$ cat src/rtl/dtu_pkg.sv
`timescale 1ns/1ps
package dtu_pkg;
  typedef enum logic [1:0] {
    MODE_13B    = 2'd0,
    MODE_16B    = 2'd1,
    MODE_RELOAD = 2'd2,
    MODE_SPLIT  = 2'd3
  } mode_e;

  localparam int ADDR_MODE = 0;
  localparam int ADDR_CTL  = 1;
  localparam int ADDR_CNT0 = 2;  // lo0, hi0, lo1, hi1 follow
endpackage

$ cat src/rtl/dtu_tick_gen.sv
`timescale 1ns/1ps
module dtu_tick_gen #(
  parameter int DIV = 12
) (
  input  logic clk_i,
  input  logic rst_ni,
  output logic tick_o
);
  localparam int CW = (DIV > 1) ? $clog2(DIV) : 1;
  localparam logic [CW-1:0] LAST = CW'(DIV - 1);

  logic [CW-1:0] cnt_q;

  always_ff @(posedge clk_i or negedge rst_ni) begin
    if (!rst_ni) cnt_q <= '0;
    else if (cnt_q == LAST) cnt_q <= '0;
    else cnt_q <= cnt_q + 1'b1;
  end

  assign tick_o = (cnt_q == LAST);
endmodule

$ cat src/rtl/dtu_fall_detect.sv
`timescale 1ns/1ps
module dtu_fall_detect (
  input  logic clk_i,
  input  logic rst_ni,
  input  logic tick_i,
  input  logic pin_i,
  output logic fall_o
);
  logic prev_q;

  always_ff @(posedge clk_i or negedge rst_ni) begin
    if (!rst_ni) prev_q <= 1'b0;
    else if (tick_i) prev_q <= pin_i;
  end

  assign fall_o = tick_i & prev_q & ~pin_i;
endmodule

$ cat src/rtl/dtu_count_core.sv
`timescale 1ns/1ps
module dtu_count_core
  import dtu_pkg::*;
#(
  parameter int DW    = 8,
  parameter int PRE_W = 5
) (
  input  logic          clk_i,
  input  logic          rst_ni,
  input  mode_e         mode_i,
  input  logic          step_i,
  input  logic          step_hi_i,
  input  logic          wr_lo_i,
  input  logic          wr_hi_i,
  input  logic [DW-1:0] wr_data_i,
  output logic [DW-1:0] lo_o,
  output logic [DW-1:0] hi_o,
  output logic          wrap_o,
  output logic          hi_wrap_o
);
  localparam int SW = DW + PRE_W;
  localparam int FW = 2 * DW;

  logic [DW-1:0] lo_q, hi_q, lo_n, hi_n;
  logic [SW-1:0] sum13;
  logic [FW-1:0] sum16;

  assign sum13 = {hi_q, lo_q[PRE_W-1:0]} + SW'(1);
  assign sum16 = {hi_q, lo_q} + FW'(1);

  always_comb begin
    lo_n      = lo_q;
    hi_n      = hi_q;
    wrap_o    = 1'b0;
    hi_wrap_o = 1'b0;
    case (mode_i)
      MODE_13B: if (step_i) begin
        hi_n             = sum13[SW-1:PRE_W];
        lo_n[PRE_W-1:0]  = sum13[PRE_W-1:0];
        wrap_o           = &{hi_q, lo_q[PRE_W-1:0]};
      end
      MODE_16B: if (step_i) begin
        {hi_n, lo_n} = sum16;
        wrap_o       = &{hi_q, lo_q};
      end
      MODE_RELOAD: if (step_i) begin
        if (&lo_q) begin
          lo_n   = hi_q;
          wrap_o = 1'b1;
        end else begin
          lo_n = lo_q + 1'b1;
        end
      end
      default: begin
        if (step_i) begin
          lo_n   = lo_q + 1'b1;
          wrap_o = &lo_q;
        end
        if (step_hi_i) begin
          hi_n      = hi_q + 1'b1;
          hi_wrap_o = &hi_q;
        end
      end
    endcase
    if (wr_lo_i) lo_n = wr_data_i;
    if (wr_hi_i) hi_n = wr_data_i;
  end

  always_ff @(posedge clk_i or negedge rst_ni) begin
    if (!rst_ni) begin
      lo_q <= '0;
      hi_q <= '0;
    end else begin
      lo_q <= lo_n;
      hi_q <= hi_n;
    end
  end

  assign lo_o = lo_q;
  assign hi_o = hi_q;
endmodule

$ cat src/rtl/dual_timer_unit.sv
`timescale 1ns/1ps
module dual_timer_unit
  import dtu_pkg::*;
#(
  parameter int DW       = 8,
  parameter int AW       = 3,
  parameter int PRE_W    = 5,
  parameter int TICK_DIV = 12
) (
  input  logic          clk_i,
  input  logic          rst_ni,
  input  logic          wr_en_i,
  input  logic [AW-1:0] wr_addr_i,
  input  logic [DW-1:0] wr_data_i,
  input  logic [AW-1:0] rd_addr_i,
  output logic [DW-1:0] rd_data_o,
  input  logic [1:0]    cnt_pin_i,
  input  logic [1:0]    gate_pin_i,
  input  logic [1:0]    ack_i,
  output logic [1:0]    ovf_o
);
  localparam int NCH = 2;
  localparam int FLD = 4;

  logic [DW-1:0]          mode_q;
  logic [NCH-1:0]         run_q, flag_q, flag_n;
  logic                   tick_w, split_w, ctl_wr_w;
  logic [NCH-1:0]         fall_w, evt_w, gate_ok_w, run_eff_w;
  logic [NCH-1:0]         step_w, step_hi_w, wrap_w, hi_wrap_w, set_w;
  logic [NCH-1:0]         wr_lo_w, wr_hi_w;
  logic [NCH-1:0][1:0]    md_w;
  logic [NCH-1:0][DW-1:0] lo_w, hi_w;

  dtu_tick_gen #(.DIV(TICK_DIV)) u_tick (
    .clk_i (clk_i),
    .rst_ni(rst_ni),
    .tick_o(tick_w)
  );

  assign split_w  = (mode_e'(md_w[0]) == MODE_SPLIT);
  assign ctl_wr_w = wr_en_i && (wr_addr_i == AW'(ADDR_CTL));

  for (genvar i = 0; i < NCH; i++) begin : g_ch
    logic [FLD-1:0] fld;
    assign fld          = mode_q[FLD*i +: FLD];
    assign md_w[i]      = fld[1:0];
    assign gate_ok_w[i] = ~fld[3] | gate_pin_i[i];
    assign evt_w[i]     = fld[2] ? fall_w[i] : tick_w;
    assign wr_lo_w[i]   = wr_en_i && (wr_addr_i == AW'(ADDR_CNT0 + 2*i));
    assign wr_hi_w[i]   = wr_en_i && (wr_addr_i == AW'(ADDR_CNT0 + 2*i + 1));

    dtu_fall_detect u_fall (
      .clk_i (clk_i),
      .rst_ni(rst_ni),
      .tick_i(tick_w),
      .pin_i (cnt_pin_i[i]),
      .fall_o(fall_w[i])
    );

    dtu_count_core #(.DW(DW), .PRE_W(PRE_W)) u_core (
      .clk_i    (clk_i),
      .rst_ni   (rst_ni),
      .mode_i   (mode_e'(md_w[i])),
      .step_i   (step_w[i]),
      .step_hi_i(step_hi_w[i]),
      .wr_lo_i  (wr_lo_w[i]),
      .wr_hi_i  (wr_hi_w[i]),
      .wr_data_i(wr_data_i),
      .lo_o     (lo_w[i]),
      .hi_o     (hi_w[i]),
      .wrap_o   (wrap_w[i]),
      .hi_wrap_o(hi_wrap_w[i])
    );
  end

  // timer 1 loses its run bit to timer 0 high while timer 0 is split
  assign run_eff_w[0] = run_q[0];
  assign run_eff_w[1] = split_w | run_q[1];

  always_comb begin
    step_w[0]    = run_eff_w[0] & gate_ok_w[0] & evt_w[0];
    step_w[1]    = (mode_e'(md_w[1]) != MODE_SPLIT) & run_eff_w[1] & gate_ok_w[1] & evt_w[1];
    step_hi_w[0] = split_w & run_q[1] & tick_w;
    step_hi_w[1] = 1'b0;
    set_w[0]     = wrap_w[0];
    set_w[1]     = split_w ? hi_wrap_w[0] : (wrap_w[1] | hi_wrap_w[1]);
  end

  always_comb begin
    flag_n = ctl_wr_w ? wr_data_i[3:2] : flag_q;
    flag_n = (flag_n & ~ack_i) | set_w;
  end

  always_ff @(posedge clk_i or negedge rst_ni) begin
    if (!rst_ni) begin
      mode_q <= '0;
      run_q  <= '0;
      flag_q <= '0;
    end else begin
      flag_q <= flag_n;
      if (ctl_wr_w) run_q <= wr_data_i[1:0];
      if (wr_en_i && wr_addr_i == AW'(ADDR_MODE)) mode_q <= wr_data_i;
    end
  end

  always_comb begin
    case (rd_addr_i)
      AW'(ADDR_MODE):     rd_data_o = mode_q;
      AW'(ADDR_CTL):      rd_data_o = {{(DW-4){1'b0}}, flag_q, run_q};
      AW'(ADDR_CNT0):     rd_data_o = lo_w[0];
      AW'(ADDR_CNT0 + 1): rd_data_o = hi_w[0];
      AW'(ADDR_CNT0 + 2): rd_data_o = lo_w[1];
      AW'(ADDR_CNT0 + 3): rd_data_o = hi_w[1];
      default:            rd_data_o = '0;
    endcase
  end

  assign ovf_o = flag_q;
endmodule

$ cat config.mk
export PLATFORM = sky130hd
export DESIGN_NAME = dual_timer_unit
export DESIGN_NICKNAME = d
export VERILOG_FILES = /design/src/rtl/dtu_pkg.sv /design/src/rtl/dtu_tick_gen.sv /design/src/rtl/dtu_fall_detect.sv /design/src/rtl/dtu_count_core.sv /design/src/rtl/dual_timer_unit.sv
export SDC_FILE = /design/constraint.sdc
export NUM_CORES = 1
export LEC_CHECK = 0
export BUFFER_PORTS_ARGS = -buffer_cell sky130_fd_sc_hd__buf_2
export CELL_PAD_IN_SITES_DETAIL_PLACEMENT = 1
export CELL_PAD_IN_SITES_GLOBAL_PLACEMENT = 1
export CORE_ASPECT_RATIO = 1.4
export CORE_UTILIZATION = 38
export DETAILED_ROUTE_END_ITERATION = 8
export MAX_ROUTING_LAYER = met4
export PLACE_DENSITY_LB_ADDON = 0.25
export SYNTH_ARGS = -nofsm -noshare
export SYNTH_HDL_FRONTEND = slang
export SYNTH_SLANG_ARGS = --single-unit
$ cat constraint.sdc
create_clock -name clk_i -period 2 [get_ports clk_i]
set_input_delay 0.3 -clock clk_i [delete_from_list [all_inputs] [get_ports clk_i]]
set_output_delay 0.3 -clock clk_i [all_outputs]
set_load 0.005 [all_outputs]
==> results of run 1 <==
[kinds of logic after synthesis]
group / after synthesis / share of synthesized area [%]
adders and majority gates: 14 / 4.41
xor gates and xnor gates: 14 / 3.08
and+or+nand+nor: 187 / 24.3
muxes: 25 / 7.62
AOI/OAI and AO/OA: 150 / 25.4
DFF: 50 / 31.5
buffers and inverters: 36 / 3.71
[cell type report]
type	instances	area share, %
multi-input combinational	390	54.4
sequential	50	24.9
timing repair buffer	97	13.2
tap	135	3.36
clock buffer	7	2.64
inverter	12	0.896
clock inverter	1	0.597
[worst max path at each step]
stage	startpoint	end	slack (ns)	cells after the start
6_report	g_ch[0].u_core.lo_o[3]	g_ch[0].u_core.hi_o[5]	0.0003	5
4_1_cts	mode_q[0]	g_ch[0].u_core.hi_o[4]	-0.03	8
2_1_floorplan	g_ch[0].u_core.lo_o[0]	g_ch[0].u_core.hi_o[7]	0.04	6
5_1_grt	g_ch[0].u_core.lo_o[1]	g_ch[0].u_core.lo_o[0]	-0.06	7
3_3_place_gp	mode_q[0]	g_ch[0].u_core.hi_o[0]	0.03	8
3_5_place_dp	mode_q[1]	g_ch[0].u_core.hi_o[5]	-0.16	7
[per-stage QoR]
step	worst slack, ns	instance area (um^2)	std cells
floorplan	0.0418	3980	476
global placement	0.0271	4690	682
detailed placement	-0.163	4690	682
CTS	-0.0279	4900	690
global route	-0.0598	5030	692
finish	0.000336	5030	692
[layer usage]
layer  up-vias  share of wire [%]
met4         0                5.9
met2       124                 52
li1       1966                  -
met3        61                3.4
met5         -                  0
met1      2130                 38
[worst max-delay path, delay by kind of cell, from the launching register on]
family	cells	cell delay [ns]
flip-flops	1	0.35
AO/OA/AOI/OAI	2	0.52
multiplexers	1	0.40
AND/OR/NAND/NOR	2	0.60
[registers in the layout (all words and copies together), names as in the netlist]
signal	cells
g_ch.u_core.hi_o	16
g_ch.u_core.lo_o	16
g_ch.u_fall.prev_q	2
mode_q	8
ovf_o	2
run_q	2
u_tick.cnt_q	4
[synth_stat cells (all sizes together), types with 7 or more instances]
library cell	n	area, um^2
dfrtp	50	1250
nor2	41	154
xnor2	7	61.3
ha	14	175
a31oi	10	62.6
xor2	7	61.3
a21oi	28	144
mux2i	10	100
buf	7	38.8
a211oi	7	52.6
o31ai	10	75.1
and3	10	62.6
nand2b	10	62.6
nand2	49	186
inv	12	45.0
nor3	18	101
nand3	18	90.1
mux2	12	135
nor2b	8	50.1
clkbuf	17	63.8
o21ai	43	215
[timing repair]
action | 4_1_cts | 5_1_grt
setup buffers | 0 | 2
endpoints found under the hold margin | 0 | 0
cloned | 0 | 0
pin swaps | 0 | 5
gates resized for setup | 13 | 28
endpoints found under the setup margin | 11 | 22
[power by group]
group / total [mW] / internal, mW / switching [mW]
Clock: 1.01 / 0.594 / 0.415
Sequential: 1.59 / 1.27 / 0.318
Combinational: 2.32 / 0.988 / 1.34
==> reports/results.ini, run 1 <==
[synth]
ys_warn_count = 0
synth_seq_cells = 50
async_flop_share_pct = 100
synth_cell_types = 65
synthCells = 476
synth_ff_type = dfrtp_1
syn_nets = 513
synth.avg_cell_area_um2 = 8.35
synth-edff-count = 0
ys_seq_area_share_pct = 31.5
syn_area_um2 = 3980

[run_status]
violations = hold timing
outcome = finished, violations left

[clocking]
cts_buffers = 5
cts_buffer_depth = 2
clock_latency_ns = 0.30
cts.sinks = 50
cts-root-buf = clkbuf_16
h-tree-depth = 2
ctsHoldBuffers = 0
cts.clk_slew.worst_paths_ns = 0.07
cts_tree = yes

[cells_and_area]
final_cell_mix = 63 x buf_4, 48 x nand2_1, 48 x dfrtp_1
multiInputGateArea_um2 = 2730
layout_commonest_cell = buf_4
final_nets = 593
final_util_pct = 50.0
areaGrowthSynthToFinish_pct = 26.5
drive_gt1_share_pct = 27.5
diodes = 0
regArea_um2 = 1250
fillers = 1226

[detailed_routing]
ant_nets = 0
viasPerCell = 6.19
drc = 0
wl_um = 15700
wire_per_inst_um = 22.7
drtIter0Drc = 201
firstDrtPassIters = 4
num_vias = 4281

[timing]
clock_skew_ns = 0.00608
setup_viol_count_final = 0
slew_headroom_pct = 60.2
fin_setup_tns_ns = 0
min_period_over_period_pct = 100
tightestPinTransition_ns = 0.597
finalMaxSlewViolations = 0
hold_viol = 2
hold_slack_ns = -0.000253
rsz0062_at_grt = true
clock.fmax_mhz = 500
finalCriticalPeriod_ns = 2.00

[power_and_ir_drop]
vdd_ir_drop_max_mv = 0.387
power_per_cell_area_nw_per_um2 = 978
power_mw = 4.92
power.leakage_nw = 2.06

[floorplan]
die_height_um = 123
row_count = 43
die-area_um2 = 10900
floorplan.initialDensity_pct = 39.5
dieWidth_um = 88.4
io-pin-count = 33
coreArea_um2 = 10100

[job]
maxCapViolations = 0

[critical_path]
arrival_ns = 2.18
slowest_stage = nor3_1
criticalPathCategory = flop to flop
max_stage_delay_ns = 0.42
r2r_slack_ns = 0.0003
reg2reg_depth = 5
crit_required_ns = 2.18
r2r_end = g_ch[0].u_core.hi_o[5]
crit_chain = nand3_1 > nor3_1 > mux2_2 > a2111oi_2 > o21ai_1
crit_fanout = 4
startpoint_type = flop
r2r-start = g_ch[0].u_core.lo_o[3]
endpoint_kind = flop

[global_route]
grt_pass1_vias = 4619
grt_usage_pct = 31.5
use_met2_pct = 55.3
antenna_found_initial = 0
grt_max_degree = 28
busiest_layer = met2
use_met3_pct = 4.34
gr-usage-met1_pct = 33.0
grt_pass1_wl_um = 24700
grt-ovfl-total = 0

[place]
dp_hpwl_um = 12200
port_buffers = 32
gp_congestion = 0.972

[hold_path]
hp-class = input pin to async pin

No activity file was read; power rests on OpenSTA's default activity.
==> inputs of run 2 (changes only) <==
--- a/config.mk
+++ b/config.mk
@@ -9,7 +9,8 @@
 export CELL_PAD_IN_SITES_DETAIL_PLACEMENT = 1
 export CELL_PAD_IN_SITES_GLOBAL_PLACEMENT = 1
 export CORE_ASPECT_RATIO = 1.4
-export CORE_UTILIZATION = 38
+export CORE_UTILIZATION = 42
+export CTS_CLUSTER_DIAMETER = 100
 export DETAILED_ROUTE_END_ITERATION = 8
 export MAX_ROUTING_LAYER = met4
 export PLACE_DENSITY_LB_ADDON = 0.25
==> run 2 against run 1 <==
  * The flow finishes with violations (DRC, setup timing)
  * Register-to-register slack worse by 0.07 ns
  * Critical path depth is 3 higher
  * Global-route usage up 3.7 points
  * First-iteration DRC count increased by 39%
  * Power rose by 1.9%
  * Final area up 0.77%
  * Worst setup slack worse by 0.070 ns
  * Via count is 5.1% higher
  * Final cell count down 3.2%
  * Hold slack better by 0.22 ns
  * Clock skew grew 0.00057 ns
  * Largest cell class unchanged
  * Largest power group unchanged
  * Highest routed layer unchanged
==> reports/results.ini, run 2 (synthesized netlist as in run 1, its figures left out) <==
[critical_path]
startpoint_type = flop
crit_chain = inv_2 > ha_4 > or2_2 > buf_4 > nor4b_2 > a311o_1 > a2111oi_2 > nor3_1
crit_fanout = 4
max_stage_delay_ns = 0.42
criticalPathCategory = flop to flop
crit_required_ns = 2.21
arrival_ns = 2.28
slowest_stage = dfrtp_2
crit_family = simple AND/OR/NAND/NOR gates
endpoint_kind = flop
cp_num_buf_inv = 2

[cells_and_area]
drive_gt1_share_pct = 29.5
final_area_um2 = 5070
areaGrowthSynthToFinish_pct = 27.5
diodes = 0
final_cell_mix = 68 x buf_4, 48 x nand2_1, 47 x dfrtp_1
final_nets = 599
layout_commonest_cell = buf_4

[detailed_routing]
firstDrtPassIters = 7
wl_um = 16900
viasPerCell = 6.71
drc = 6
ant_nets = 0
num_vias = 4499
drtIter0Drc = 280
wire_per_inst_um = 25.2

[power_and_ir_drop]
combPwrFrac_pct = 49.4
power.leakage_nw = 2.07
power_switching_mw = 2.22
power_frac_clock_pct = 18.5
sequentialPowerShare_pct = 32.1
power_mw = 5.01
p_int_mw = 2.79
switching_share_pct = 44.2
power_per_cell_area_nw_per_um2 = 988
vdd_ir_drop_max_mv = 0.438

[global_route]
grt_pass1_wl_um = 25200
grt_max_degree = 21
grt_usage_pct = 35.2
grt_pass1_vias = 4641
antenna_found_initial = 0
grt-ovfl-total = 0

[place]
placement.cell_area_um2 = 4650
pre_cts_slack_ns = -0.147
dp_hpwl_um = 12400
gp_congestion = 0.939
port_buffers = 32

[floorplan]
die_height_um = 117
die-area_um2 = 9860
floorplan.initialDensity_pct = 43.8
io-pin-count = 33
coreArea_um2 = 9080
row_count = 41
dieWidth_um = 84.2

[clocking]
cts_buffers = 5
cts_tree = yes
clock_latency_ns = 0.30
cts.sinks = 50
cts-root-buf = clkbuf_16
h-tree-depth = 2
cts_buffer_depth = 2
cts.clk_slew.worst_paths_ns = 0.08

[timing]
setup_slack_ns = -0.0694
tightestPinTransition_ns = 0.614
hold_viol = 0
setup_viol_count_final = 3
rsz0062_at_grt = true
finalCriticalPeriod_ns = 2.07
clock_skew_ns = 0.00665
min_period_over_period_pct = 103
hold_slack_ns = 0.216
finalMaxSlewViolations = 0
clock.fmax_mhz = 483
slew_headroom_pct = 58.6
fin_setup_tns_ns = -0.114

[run_status]
violations = DRC, setup timing
outcome = finished, violations left

[hold_path]
hp-class = input pin to flop

[job]
maxCapViolations = 0

-- run 2: cell type report --
| class | count | area [um^2] |
|---|---|---|
| tap | 107 | 134 |
| fill | 1076 | 4010 |
| clock inverter | 3 | 28.8 |
| multi-input combinational | 390 | 2780 |
| sequential | 50 | 1250 |
| timing repair buffer | 103 | 703 |
| clock buffer | 5 | 125 |
| inverter | 12 | 45.0 |
-- run 2: final timing paths --
check	from	slack, ns	end	cells after the start
setup / recovery	mode_q[0]	-0.07	g_ch[0].u_core.hi_o[7]	8
hold / removal	ack_i[0]	0.22	ovf_o[0]	2
setup reg to reg	mode_q[0]	-0.07	g_ch[0].u_core.hi_o[7]	8
hold reg to reg	u_tick.cnt_q[0]	0.53	u_tick.cnt_q[0]	1
max in group asynchronous	rst_ni	0.85	g_ch[1].u_core.lo_o[4]	3
min in group asynchronous	rst_ni	0.47	g_ch[0].u_core.hi_o[6]	2
-- run 2: worst register-to-register path: cells and delay by family (launching register included) --
family,cells,cell delay (ns)
buf+inv,2,0.25
compound gates,2,0.32
flops,1,0.42
simple gates,3,0.81
fa+ha+maj,1,0.19
-- run 2: power groups by stage --
stage / Combinational (mW) / Clock [mW] / Sequential (mW)
floorplan: 1.24 / 0 / 1.51
global placement: 2.12 / 0 / 1.57
finish: 2.47 / 0.926 / 1.61
global route: 2.64 / 0.977 / 1.64
CTS: 2.27 / 0.942 / 1.58
detailed placement: 2.19 / 0 / 1.60
-- run 2: repair_timing --
action	CTS	global route
gates resized for setup	14	37
endpoints found under the hold margin	17	0
pin swaps	5	11
setup endpoints to repair	10	26
setup buffers	1	4
hold buffers	1	0
-- run 2: layer usage --
metal,part of all wire (%),vias to the layer above,wire [um],track usage [%]
met4,5.4,0,918,22.8
met5,0,-,0,-
met3,4.8,66,815,5.26
li1,-,1978,-,-
met1,36,2267,6090,34.9
met2,54,188,9090,64.9
-- run 2: through the flow --
stage                     util [%]  instances
final                         55.8        670
after CTS                     53.8        666
after detailed placement      51.3        656
after global placement        51.3        656
after floorplan                  -        476
after global routing          55.8        670
